==> config.mk <==
export PLATFORM = sky130hd
export DESIGN_NAME = serang_rx
export DESIGN_NICKNAME = d
export VERILOG_FILES = /design/src/rtl/serang_pkg.sv /design/src/rtl/serang_seq.sv /design/src/rtl/serang_capture.sv /design/src/rtl/serang_rx.sv
export SDC_FILE = /design/constraint.sdc
export NUM_CORES = 1
export LEC_CHECK = 0
export CORE_MARGIN = 2
export CORE_UTILIZATION = 45
export DETAILED_ROUTE_END_ITERATION = 8
export DONT_BUFFER_PORTS = 1
export PLACE_DENSITY = 0.61
export SETUP_SLACK_MARGIN = 0.1
export SLEW_MARGIN = 30
export SYNTH_ARGS = -nofsm -noshare
export SYNTH_HDL_FRONTEND = slang
export SYNTH_SLANG_ARGS = --single-unit
==> constraint.sdc <==
create_clock -name clk -period 1.8 [get_ports clk]
set_input_delay 0.45 -clock clk [delete_from_list [all_inputs] [get_ports clk]]
set_output_delay 0.45 -clock clk [all_outputs]
set_load 0.1 [all_outputs]
==> src/rtl/serang_pkg.sv <==
package serang_pkg;

   typedef enum logic [1:0] {
      FRM_VOID_PAD = 2'b00,
      FRM_LEAD     = 2'b01,
      FRM_PLAIN    = 2'b10,
      FRM_PLAIN_B  = 2'b11
   } frame_mode_e;

   // number of bits clocked per frame for a payload of dw bits
   function automatic int unsigned frame_len(frame_mode_e m, int unsigned dw);
      case (m)
         FRM_VOID_PAD: frame_len = dw + 4;
         FRM_LEAD:     frame_len = dw + 1;
         default:      frame_len = dw;
      endcase
   endfunction

   // bits discarded ahead of the payload
   function automatic int unsigned lead_len(frame_mode_e m);
      case (m)
         FRM_VOID_PAD, FRM_LEAD: lead_len = 1;
         default:                lead_len = 0;
      endcase
   endfunction

   // 1: sample on the rising serial clock edge, 0: on the falling edge
   function automatic logic rise_sample(frame_mode_e m);
      rise_sample = (m == FRM_PLAIN) || (m == FRM_PLAIN_B);
   endfunction

endpackage

==> src/rtl/serang_seq.sv <==
module serang_seq
   import serang_pkg::*;
#(
   parameter int DATA_W = 12,
   parameter int DIV_W  = 8
) (
   input  logic              clk,
   input  logic              rst_n,
   input  logic              start,
   input  frame_mode_e       mode_i,
   input  logic [DIV_W-1:0]  div_half,
   output logic              sclk,
   output logic              cs_n,
   output logic              busy,
   output logic              frm_start,
   output logic              smp,
   output logic              fin,
   output frame_mode_e       mode_q
);

   localparam int MAX_BITS = DATA_W + 4;
   localparam int EW       = $clog2(2 * MAX_BITS + 1);
   localparam int TW       = DIV_W + 1;

   typedef enum logic [1:0] {S_IDLE, S_RUN, S_GAP} seq_st_e;

   seq_st_e          st;
   logic [TW-1:0]    tmr;
   logic [EW-1:0]    ecnt;
   logic [DIV_W-1:0] half_q;
   logic [DIV_W-1:0] half_eff;
   logic [EW-1:0]    edges_total;
   logic             tick;

   assign half_eff    = (div_half == '0) ? DIV_W'(1) : div_half;
   assign edges_total = EW'(2 * frame_len(mode_q, DATA_W));
   assign tick        = (st == S_RUN) && (tmr == '0);

   assign busy      = (st != S_IDLE);
   assign frm_start = (st == S_IDLE) && start;
   assign fin       = tick && (ecnt == edges_total);
   // sample at the edge about to be produced when its direction matches the mode
   assign smp       = tick && (ecnt != edges_total) && ((~sclk) == rise_sample(mode_q));

   always_ff @(posedge clk or negedge rst_n) begin
      if (!rst_n) begin
         st     <= S_IDLE;
         tmr    <= '0;
         ecnt   <= '0;
         half_q <= DIV_W'(1);
         mode_q <= FRM_VOID_PAD;
         sclk   <= 1'b1;
         cs_n   <= 1'b1;
      end else begin
         case (st)
            S_IDLE: begin
               if (start) begin
                  cs_n   <= 1'b0;
                  half_q <= half_eff;
                  mode_q <= mode_i;
                  ecnt   <= '0;
                  tmr    <= TW'(half_eff) - TW'(1);
                  st     <= S_RUN;
               end
            end
            S_RUN: begin
               if (tmr != '0) begin
                  tmr <= tmr - TW'(1);
               end else if (ecnt == edges_total) begin
                  cs_n <= 1'b1;
                  tmr  <= (TW'(half_q) << 1) - TW'(1);
                  st   <= S_GAP;
               end else begin
                  sclk <= ~sclk;
                  ecnt <= ecnt + EW'(1);
                  tmr  <= TW'(half_q) - TW'(1);
               end
            end
            S_GAP: begin
               if (tmr == '0) st <= S_IDLE;
               else           tmr <= tmr - TW'(1);
            end
            default: st <= S_IDLE;
         endcase
      end
   end

   // the serial clock moves only while the converter is selected
   a_r6_sclk_moves_selected: assert property (@(posedge clk) disable iff (!rst_n)
      !$stable(sclk) |-> !cs_n);

   // deselected link idles with the clock high
   a_r6_sclk_idle_high: assert property (@(posedge clk) disable iff (!rst_n)
      cs_n |-> sclk);

   // releasing select is followed by a gap during which busy stays high
   a_r10_gap_busy: assert property (@(posedge clk) disable iff (!rst_n)
      $rose(cs_n) |-> busy);

endmodule

==> src/rtl/serang_capture.sv <==
module serang_capture
   import serang_pkg::*;
#(
   parameter int DATA_W = 12
) (
   input  logic              clk,
   input  logic              rst_n,
   input  logic              frm_start,
   input  logic              smp,
   input  logic              fin,
   input  logic              sdata,
   input  frame_mode_e       mode_q,
   output logic [DATA_W-1:0] angle,
   output logic              angle_valid
);

   localparam int BW = $clog2(DATA_W + 5);

   logic [BW-1:0]     bcnt;
   logic [DATA_W-1:0] shreg;
   logic [BW-1:0]     lead_v;
   logic              in_payload;

   assign lead_v     = BW'(lead_len(mode_q));
   assign in_payload = (bcnt >= lead_v) && (bcnt < lead_v + BW'(DATA_W));

   always_ff @(posedge clk or negedge rst_n) begin
      if (!rst_n) begin
         bcnt  <= '0;
         shreg <= '0;
      end else if (frm_start) begin
         bcnt  <= '0;
         shreg <= '0;
      end else if (smp) begin
         bcnt <= bcnt + BW'(1);
         if (in_payload) shreg <= {shreg[DATA_W-2:0], sdata};
      end
   end

   always_ff @(posedge clk or negedge rst_n) begin
      if (!rst_n) begin
         angle       <= '0;
         angle_valid <= 1'b0;
      end else begin
         angle_valid <= fin;
         if (fin) angle <= shreg;
      end
   end

   // by frame end the sampler has taken exactly the frame length in bits
   a_r7_bit_count: assert property (@(posedge clk) disable iff (!rst_n)
      fin |-> (bcnt == BW'(frame_len(mode_q, DATA_W))));

endmodule

==> src/rtl/serang_rx.sv <==
module serang_rx
   import serang_pkg::*;
#(
   parameter int DATA_W = 12,
   parameter int DIV_W  = 8
) (
   input  logic              clk,
   input  logic              rst_n,
   input  logic              start,
   input  logic [1:0]        mode,
   input  logic [DIV_W-1:0]  div_half,
   input  logic              sdata,
   output logic              sclk,
   output logic              cs_n,
   output logic              busy,
   output logic [DATA_W-1:0] angle,
   output logic              angle_valid
);

   generate
      if (DATA_W < 2) begin : g_bad_width
         $error("serang_rx: DATA_W must be at least 2");
      end
      if (DIV_W < 1) begin : g_bad_div
         $error("serang_rx: DIV_W must be at least 1");
      end
   endgenerate

   logic        frm_start;
   logic        smp;
   logic        fin;
   frame_mode_e mode_q;

   serang_seq #(.DATA_W(DATA_W), .DIV_W(DIV_W)) u_seq (
      .clk       (clk),
      .rst_n     (rst_n),
      .start     (start),
      .mode_i    (frame_mode_e'(mode)),
      .div_half  (div_half),
      .sclk      (sclk),
      .cs_n      (cs_n),
      .busy      (busy),
      .frm_start (frm_start),
      .smp       (smp),
      .fin       (fin),
      .mode_q    (mode_q)
   );

   serang_capture #(.DATA_W(DATA_W)) u_cap (
      .clk         (clk),
      .rst_n       (rst_n),
      .frm_start   (frm_start),
      .smp         (smp),
      .fin         (fin),
      .sdata       (sdata),
      .mode_q      (mode_q),
      .angle       (angle),
      .angle_valid (angle_valid)
   );

   // the word strobe never lasts two cycles
   a_r8_valid_pulse: assert property (@(posedge clk) disable iff (!rst_n)
      angle_valid |=> !angle_valid);

   // the output word changes only together with the strobe
   a_r8_angle_hold: assert property (@(posedge clk) disable iff (!rst_n)
      !angle_valid |-> $stable(angle));

   // the strobe coincides with select being released
   a_r8_valid_at_release: assert property (@(posedge clk) disable iff (!rst_n)
      angle_valid |-> (cs_n && $past(!cs_n)));

   // a frame can begin only from the idle condition
   a_r9_start_when_idle: assert property (@(posedge clk) disable iff (!rst_n)
      $fell(cs_n) |-> $past(!busy));

   // select low implies a frame in progress
   a_r6_select_in_busy: assert property (@(posedge clk) disable iff (!rst_n)
      !cs_n |-> busy);

endmodule

### Yosys cells after proc, flatten, opt, wreduce, memory -nomap -nowiden

Index checks and enable logic that the tools add are counted.

* word-level logic and storage cells: 88
* bits in registers: 59

* multiplexer cells: 26
* $add $sub $neg: 7
* reduce and logical (&&, ||, !) cells: 25
* order comparisons: 2
* equality and inequality tests: 14
* bitwise logic cells: 3

Operators with widths (number)
* 12-bit two-way mux: 3
* 9-bit two-way mux: 4
* 9-bit one-hot mux with 3 select lines: 1
* 6-bit two-way mux: 3
* 8-bit by 1-bit subtractor with 9-bit output (second input constant): 2
* 9-bit by 1-bit subtractor with 9-bit output (second input constant): 2
* 6-bit one-hot mux with 2 select lines: 1
* 4-bit AND reduction: 3
* 5-bit two-way mux: 2
* 2-bit inequality test (second input constant): 5
* 5-bit one-hot mux with 2 select lines: 1
* 9-bit zero test: 1
* 9-bit nonzero test: 1
* 8-bit zero test: 1
* 2-bit two-way mux: 4
* 8-bit two-way mux: 1
* 2-bit nonzero test: 4
* 6-bit by 1-bit adder with 6-bit output (second input constant): 1
* 2-bit == test (second input constant): 3
* 6-bit == test: 1
* 1-bit logical AND: 6
* 6-bit inequality test: 1
* 2-bit one-hot mux with 3 select lines: 1
* 3-bit AND reduction: 2
* other kinds (15): 23

### Longest topological paths before layout

Gate-level depths: netlist of the first run.

* depth after elaboration: 9
* mapped depth: 10

### Modules after synthesis

A second synthesis of the first run with hierarchy kept.

* cells, all modules: 313
* area, all modules: 3295.7 µm²

Modules (own cells, without submodules)
* serang_seq: area an instance 2018.2 µm², cells an instance 221, instances 1
* serang_capture: area an instance 1277.5 µm², cells an instance 92, instances 1

### Worst setup path before layout of the first run

Ideal clock, no wire load.

* kind: input port to flip-flop
* start: input port div_half[4]
* end: register u_seq.tmr[6]
* path slack: -0.276 ns
* setup time: 0.133 ns
* buffers on the path: 1
* stages on the path: 9
* data arrival time: 1.943 ns
* path through: clkbuf_1 -> nor4_1 -> a31oi_1 -> ha_1 -> nand2_1 -> nor3_1 -> xor2_1 -> o32ai_1 -> o21ai_1

* cells in the longest elaborated chain, start to end: 5

Ends and longest elaborated chain
* from (decl): RTL line serang_rx.sv:11 `input logic [DIV_W-1:0] div_half,`
* 8-bit zero test: RTL line serang_seq.sv:35 `assign half_eff = (div_half == '0) ? DIV_W'(1) : div_half;`
* 8-bit two-way mux *: RTL line serang_seq.sv:35
* 8-bit by 1-bit subtractor with 9-bit output *: RTL line serang_seq.sv:62 `tmr <= TW'(half_eff) - TW'(1);`
* 9-bit two-way mux *: RTL line serang_seq.sv:57 `if (start) begin`
* 9-bit one-hot mux with 3 select lines *: RTL line serang_seq.sv:55 `case (st)`
* to (signal assigned): RTL line serang_seq.sv:62
* to (signal assigned): RTL line serang_seq.sv:68 `tmr <= tmr - TW'(1);`
* to (signal assigned): RTL line serang_seq.sv:71 `tmr <= (TW'(half_q) << 1) - TW'(1);`
* to (decl): RTL line serang_seq.sv:28 `logic [TW-1:0] tmr;`

Mark *: on every way between the ends. The rest lies on a longest branch, timed or not. The select of a mux whose other input is x is not followed.
A chain may end at the register's enable or synchronous reset.

### Worst setup path in the final report of the first run

* start: register u_seq.tmr[1]
* end: register u_seq.tmr[2]

* cells in the longest elaborated chain, start to end: 3

Ends and longest elaborated chain
* 9-bit by 1-bit subtractor with 9-bit output (tied with other cells): RTL line serang_seq.sv:68, serang_seq.sv:81
* 9-bit two-way mux (tied with other cells): RTL line serang_seq.sv:80 `if (tmr == '0) st <= S_IDLE;`
* 9-bit one-hot mux with 3 select lines / 3-bit AND reduction (equally long branches)

Parallel ways exist; a longest one is shown, timed or not. The select of a mux whose other input is x is not followed.

==> results of run 1 <==
-- flip-flops by register name, summed over array words and instances, names as in the netlist --
signal	cells
u_seq.half_q	8
u_seq.mode_q	2
u_seq.ecnt	6
u_seq.cs_n	1
u_cap.angle	12
u_cap.bcnt	5
u_seq.st	2
u_seq.sclk	1
u_seq.tmr	9
u_cap.angle_valid	1
u_cap.shreg	12
-- cell families after synthesis --
kind of cell | Yosys count | synth area share
simple gates | 179 | 0.2551
buf+inv | 32 | 0.03726
flops | 59 | 0.4498
fa+ha+maj | 10 | 0.03802
mux | 3 | 0.009506
xor+xnor | 22 | 0.05855
compound gates | 80 | 0.1517
-- worst max-delay path, cell delays in order (launching register included) --
cell and delay (ns):
dfrtp_1 0.39, inv_2 0.07, ha_4 0.15, nor4b_4 0.24, nand2_2 0.13, buf_6 0.15
a21oi_4 0.25, buf_6 0.14, o221ai_2 0.10, a22o_1 0.22
-- worst paths after layout --
kind	startpoint	to	slack [ns]	cells past startpoint
min in group clk	start	u_seq.ecnt[1]	0.19	1
max reg2reg	u_seq.tmr[1]	u_seq.tmr[2]	-0.16	9
max in group asynchronous	rst_n	u_seq.half_q[0]	1.80	0
min reg2reg	u_cap.angle[5]	u_cap.angle[5]	0.47	2
max	u_seq.tmr[1]	u_seq.tmr[2]	-0.16	9
min	rst_n	u_seq.st[1]	-0.21	0
-- synth_stat cells (2+ instances only) --
library cell,instances
nand2_1,91
dfrtp_1,56
nor2_1,29
nand3_1,19
a21oi_1,18
o21ai_1,18
clkbuf_1,16
inv_1,13
o21ai_0,13
xnor2_1,11
xor2_1,11
ha_1,10
nor3_1,10
nor4_1,7
nand4_1,4
o31ai_1,4
dfstp_2,3
nand2b_1,3
o21a_1,3
o22ai_1,3
a21oi_2,2
a31oi_1,2
buf_2,2
mux2i_1,2
nand3b_1,2
nor3b_1,2
o211ai_1,2
o32ai_1,2
or4_1,2
or4_4,2
-- final cells by class --
| type | instances | area share |
|---|---|---|
| clock buffer | 9 | 0.02442 |
| clock inverter | 7 | 0.01505 |
| inverter | 14 | 0.01258 |
| multi-input combinational | 294 | 0.4322 |
| sequential | 59 | 0.2933 |
| tap | 99 | 0.02442 |
| timing repair buffer | 103 | 0.1981 |
-- report_power, final --
part | total (mW) | internal [mW] | switching [mW] | leakage (nW)
logic | 3.48 | 1.62 | 1.85 | 1.38
clock network | 1.24 | 0.645 | 0.595 | 0.0958
registers | 1.86 | 1.59 | 0.277 | 0.783
total | 6.58 | 3.85 | 2.73 | 2.26
-- metrics by stage --
step                      power [mW]  instance area, µm²  setup TNS [ns]    util  setup slack [ns]
after global placement         4.438                4018          -2.640  0.5599           -0.1569
final                          6.578                5072          -3.060  0.7069           -0.1624
after CTS                      6.124                4546          -3.321  0.6335           -0.1433
after detailed placement       4.505                4018          -3.741  0.5599           -0.1724
after global routing           6.954                5072          -7.527  0.7069           -0.2540
after floorplan                3.559                3472         -0.8342       -          -0.08018
-- layer usage --
layer,GRT usage,vias up
li1,-,1533
met1,0.3045,1563
met2,0.4061,99
met3,0.06556,20
met4,0.07598,0
met5,0,-
-- what timing repair did --
action	4_1_cts	5_1_grt
endpoints found under the hold margin	59	59
setup buffers	19	12
gates cloned	1	4
pin swaps	16	47
resized for setup	36	87
endpoints found under the setup margin	51	50
==> flow_summary_export.csv, run 1 <==
group,metric,value,unit
status,status,"finished, violations left",
status,violations,"negative hold slack, negative setup slack",
route,wl_per_cell,16.56,µm
sta,hold_slack,-0.2073,ns
global_routing,grt_usage,0.2421,
sta,drv_slew,0,
sta,setup_ws,-0.1624,ns
cells_and_area,seqCellArea,1488,µm²
logic_synthesis,synth_nets,409,
route,vias,3215,
route,drc_errors,0,
sta,final_period_minus_worst_setup_slack,1.962,ns
floorplanning,ios,30,
critical_path,end_kind,"register",
clock_tree,root_buffer,"clkbuf_8",
clock_tree,insertion_delay,0.35,ns
power,ir_drop,779.0,µV
critical_path,crit_fanout,6,
logic_synthesis,syn_area,3291,µm²
sta,slew_headroom,0.7678,
logic_synthesis,netlist.area_leader.share,0.4259,
logic_synthesis,synth_edf_count,0,
sta,max_freq,509.6,MHz
floorplanning,die_area,8013,µm²
cells_and_area,multi_input_area,2192,µm²
cells_and_area,final_common_cell,"buf_4",
global_routing,grt_start_max_net_pins,60,
route,wl_met2,4931,µm
clock_tree,clk_pin_slew,0.07,ns
logic_synthesis,async_flop_share,1.000,
logic_synthesis,yosys_warnings,0,
critical_path,critPathRequiredTime,2.04,ns
global_routing,antenna_found_initial,0,
cells_and_area,final_cell_mix,"72 x buf_4, 68 x nand2_1, 56 x dfrtp_1, 22 x nor2_1, 20 x nand2_2",
sta,finalSetupViolations,43,
logic_synthesis,ys_types,53,
floorplanning,rows,31,
route,wirelength_met1,4081,µm
logic_synthesis,postSynthRegisterBits,59,
clock_tree,clock_path_buffers,2,
run,maxCapViolCount,0,
floorplanning,die_w,89.52,µm
placed_design,gp_congestion,0.8811,
critical_path,worstSetupPathType,"register to register",
route,ant_nets,0,
logic_synthesis,avgSynthCellArea,8.547,µm²
sta,finalCritPeriodShare,1.090,
global_routing,grt_pass1_vias,3006,
placed_design,portBuffers,0,
placed_design,dpl.cell_count,533,
route,drt_iter0_markers,147,
floorplanning,coreArea,7176,µm²
route,dr_wl_met3,465,µm
clock_tree,clock_sinks,59,
logic_synthesis,synth_seq_area_share,0.4498,
route,wirelength,9687,µm
route,drt-pass1-iter-count,5,
cells_and_area,num_antenna_cells,0,
clock_tree,cts_tree,"built",
global_routing,grt_pass1_wl,14570,µm
route,drt-vias-per-instance,5.496,
logic_synthesis,synth.area.top_cells,"dfrtp_1 43%, nand2_1 10%, ha_1 3.8%, nor2_1 3.3%, xnor2_1 2.9%",
min_path,hold_class,"primary input to async pin",
cells_and_area,nets,505,
sta,worst_slew_pin_slew,0.3457,ns
logic_synthesis,ys.flop_type,"dfrtp_1",
cells_and_area,instances_no_fill,585,
clock_tree,cts.htree.levels,3,
critical_path,cp.arrival,2.20,ns
critical_path,critPathLaunchType,"register",
logic_synthesis,synth_area_leader_cell,"dfrtp_1",
clock_tree,numCtsBuffers,9,
cells_and_area,drive_above_1_share,0.4650,
power,p_leak,2.258,nW
sta,skew,0.007662,ns
floorplanning,start_util,0.4586,
global_routing,grt_overflow,0,
sta,rsz0062_at_grt,"true",
cells_and_area,synthToLayoutAreaGrowth,54.14,%
cells_and_area,nFillCells,500,
sta,hold_viol,59,
power,powerDensity,1297,nW/µm²
floorplanning,dieHeight,89.52,µm
logic_synthesis,syn_inst,385,
placed_design,dp_hpwl,6001,µm
route,top_layer,"met4",
Note: power is estimated with default switching activity, not from simulation.
==> run 2, diff against run 1 <==
--- a/config.mk
+++ b/config.mk
@@ -6,10 +6,11 @@
 export NUM_CORES = 1
 export LEC_CHECK = 0
 export CORE_MARGIN = 2
-export CORE_UTILIZATION = 45
+export CORE_UTILIZATION = 57
+export CTS_CLUSTER_SIZE = 40
 export DETAILED_ROUTE_END_ITERATION = 8
 export DONT_BUFFER_PORTS = 1
-export PLACE_DENSITY = 0.61
+export PLACE_DENSITY = 0.74
 export SETUP_SLACK_MARGIN = 0.1
 export SLEW_MARGIN = 30
 export SYNTH_ARGS = -nofsm -noshare
==> run 2 against run 1 <==
The flow still finishes with violations (negative hold slack, negative setup slack). Routed wire length up 49%. Sequential cell count did not move. Die area is 20% lower. Fmax is 8.3% lower. First-iteration DRC count increased to 3.2 times the previous value. Sequential power grew 2%. Cell area is 2.4% higher. Largest power group unchanged. Sequential share of layout area is 0.67 points lower. Combinational power increased by 13%. Largest cell class unchanged. Critical path depth is 1 higher. Highest routed layer unchanged. Count of clock-buffer cells in the layout stayed put. Worst hold slack lost 0.027 ns.
==> flow_summary_export.csv, run 2 (synthesized netlist as in run 1, its figures left out) <==
group,metric,value,unit
status,status,"finished, violations left",
status,violations,"negative hold slack, negative setup slack",
clock_tree,insertion_delay,0.37,ns
run,maxCapViolCount,0,
global_routing,grt_overflow,0,
power,power.switching,3.243,mW
critical_path,end_kind,"register",
clock_tree,clk_pin_slew,0.09,ns
global_routing,antenna_found_initial,0,
cells_and_area,drive_above_1_share,0.4691,
route,top_layer,"met4",
sta,final_period_minus_worst_setup_slack,2.140,ns
cells_and_area,final_common_cell,"buf_4",
power,p_int,3.961,mW
critical_path,crit_fanout,6,
cells_and_area,final_cell_mix,"67 x buf_4, 66 x nand2_1, 55 x dfrtp_1, 22 x nor2_1, 20 x buf_6",
floorplanning,die_area,6397,µm²
sta,rsz0062_at_grt,"true",
power,finalPower,7.203,mW
power,seqPwrFrac,0.264,
global_routing,grt_start_max_net_pins,60,
critical_path,cp_top_family,"simple AND/OR/NAND/NOR gates",
min_path,hold_class,"primary input to async pin",
critical_path,cp.arrival,2.42,ns
cells_and_area,top_regs,"u_cap.angle x12, u_cap.shreg x12, u_seq.tmr x9",
critical_path,path_buf_inv,4,
floorplanning,coreArea,5540,µm²
sta,finalSetupViolations,50,
floorplanning,dieHeight,79.98,µm
floorplanning,die_w,79.98,µm
clock_tree,cts_tree,"built",
sta,setup_ws,-0.3405,ns
clock_tree,cts.htree.levels,3,
sta,hold_viol,59,
route,drt-pass1-iter-count,6,
cells_and_area,instances_no_fill,558,
critical_path,worstSetupPathType,"register to register",
sta,worst_slew_pin_slew,0.4611,ns
global_routing,grt_pass1_wl,16840,µm
cells_and_area,synthToLayoutAreaGrowth,57.87,%
critical_path,cpMaxStageDelayCell,"dfrtp_1",
sta,skew,0.01318,ns
route,dr_wl_met3,1696,µm
global_routing,grt_usage,0.3494,
route,wl_met2,6810,µm
route,drc_errors,0,
route,vias,4003,
route,wl_per_cell,25.90,µm
route,drt_iter0_markers,474,
floorplanning,start_util,0.5939,
placed_design,gp_congestion,0.9615,
placed_design,dp_hpwl,5950,µm
cells_and_area,final_core_util,0.9377,
sta,finalCritPeriodShare,1.189,
power,power_frac_comb,0.547,
power,ir_drop,1136,µV
clock_tree,clock_sinks,59,
global_routing,grt_pass1_vias,3427,
clock_tree,clock_path_buffers,2,
sta,drv_slew,0,
critical_path,critPathMaxStageDelay,0.43,ns
critical_path,critPathRequiredTime,2.08,ns
power,swShare,0.4502,
route,drt-vias-per-instance,7.174,
placed_design,place_ws,-0.1970,ns
power,p_leak,2.379,nW
cells_and_area,num_antenna_cells,0,
floorplanning,rows,27,
floorplanning,ios,30,
power,powerDensity,1387,nW/µm²
sta,slew_headroom,0.6920,
route,wirelength,14450,µm
route,wirelength_met1,4648,µm
cells_and_area,nets,505,
placed_design,dpl.cell_count,506,
route,ant_nets,0,
power,p_clk_frac,0.189,
clock_tree,root_buffer,"clkbuf_8",
critical_path,timing.critical_path.cells,"inv_2, ha_4, nor4b_4, nand2_2, nor2_4, nand4_1, buf_6, buf_12, buf_8, o21ai_1",
placed_design,portBuffers,0,
clock_tree,numCtsBuffers,9,
critical_path,critPathLaunchType,"register",
sta,max_freq,467.2,MHz
sta,hold_slack,-0.2343,ns
[run 2: changes by cell type in the layout (fill, tap and decap cells not counted), sizes merged]
cell / before / now
buf: 99 / 101
clkbuf: 13 / 11
inv: 14 / 16
clkinv: 3 / 2
clkinvlp: 3 / 2
[run 2: layer usage]
layer / up-vias / track usage
met2: 412 / 0.5958
met1: 1904 / 0.4097
met4: 0 / 0.1695
met5: - / 0
li1: 1534 / -
met3: 153 / 0.08710
[run 2: power by group through the flow]
stage,combinational [mW],clock (mW),sequential [mW]
final,3.94,1.36,1.90
after global placement,2.48,0,1.86
after floorplan,1.61,0,1.95
after global routing,4.10,1.40,1.91
after detailed placement,2.54,0,1.87
after CTS,2.93,1.31,1.85
[run 2: what timing repair did]
action,4_1_cts,5_1_grt
endpoints found under the setup margin,51,50
pin swaps,28,43
gates cloned,4,2
gates resized for setup,71,76
hold endpoints to repair,59,59
buffers inserted,19,12
[run 2: final cells by class]
cell class / count / area (µm²)
inverter: 14 / 68.82
clock inverter: 7 / 83.83
fill: 174 / 345.3
tap: 72 / 90.09
multi-input combinational: 294 / 2263
sequential: 59 / 1489
timing repair buffer: 103 / 1076
clock buffer: 9 / 123.9
[run 2: path summary, 6_finish.rpt]
kind	depth (start not counted)	end	from	slack, ns
worst min register to register	1	u_seq.ecnt[4]	u_seq.ecnt[4]	0.56
worst max-delay path	10	u_cap.shreg[10]	u_seq.tmr[1]	-0.34
min in group clk	1	u_seq.ecnt[1]	start	0.17
max in group asynchronous	0	u_seq.cs_n	rst_n	1.80
worst max register to register	10	u_cap.shreg[10]	u_seq.tmr[1]	-0.34
worst min-delay path	0	u_seq.tmr[6]	rst_n	-0.23
[run 2: metrics by stage]
step,setup TNS (ns),hold slack [ns],area [µm²]
after global placement,-1.161,0.1564,3984
final,-8.102,-0.2343,5195
after global routing,-10.45,-0.2308,5195
after floorplan,-0.8342,0.1544,3472
after CTS,-2.469,-0.2236,4683
after detailed placement,-4.506,0.1563,3984
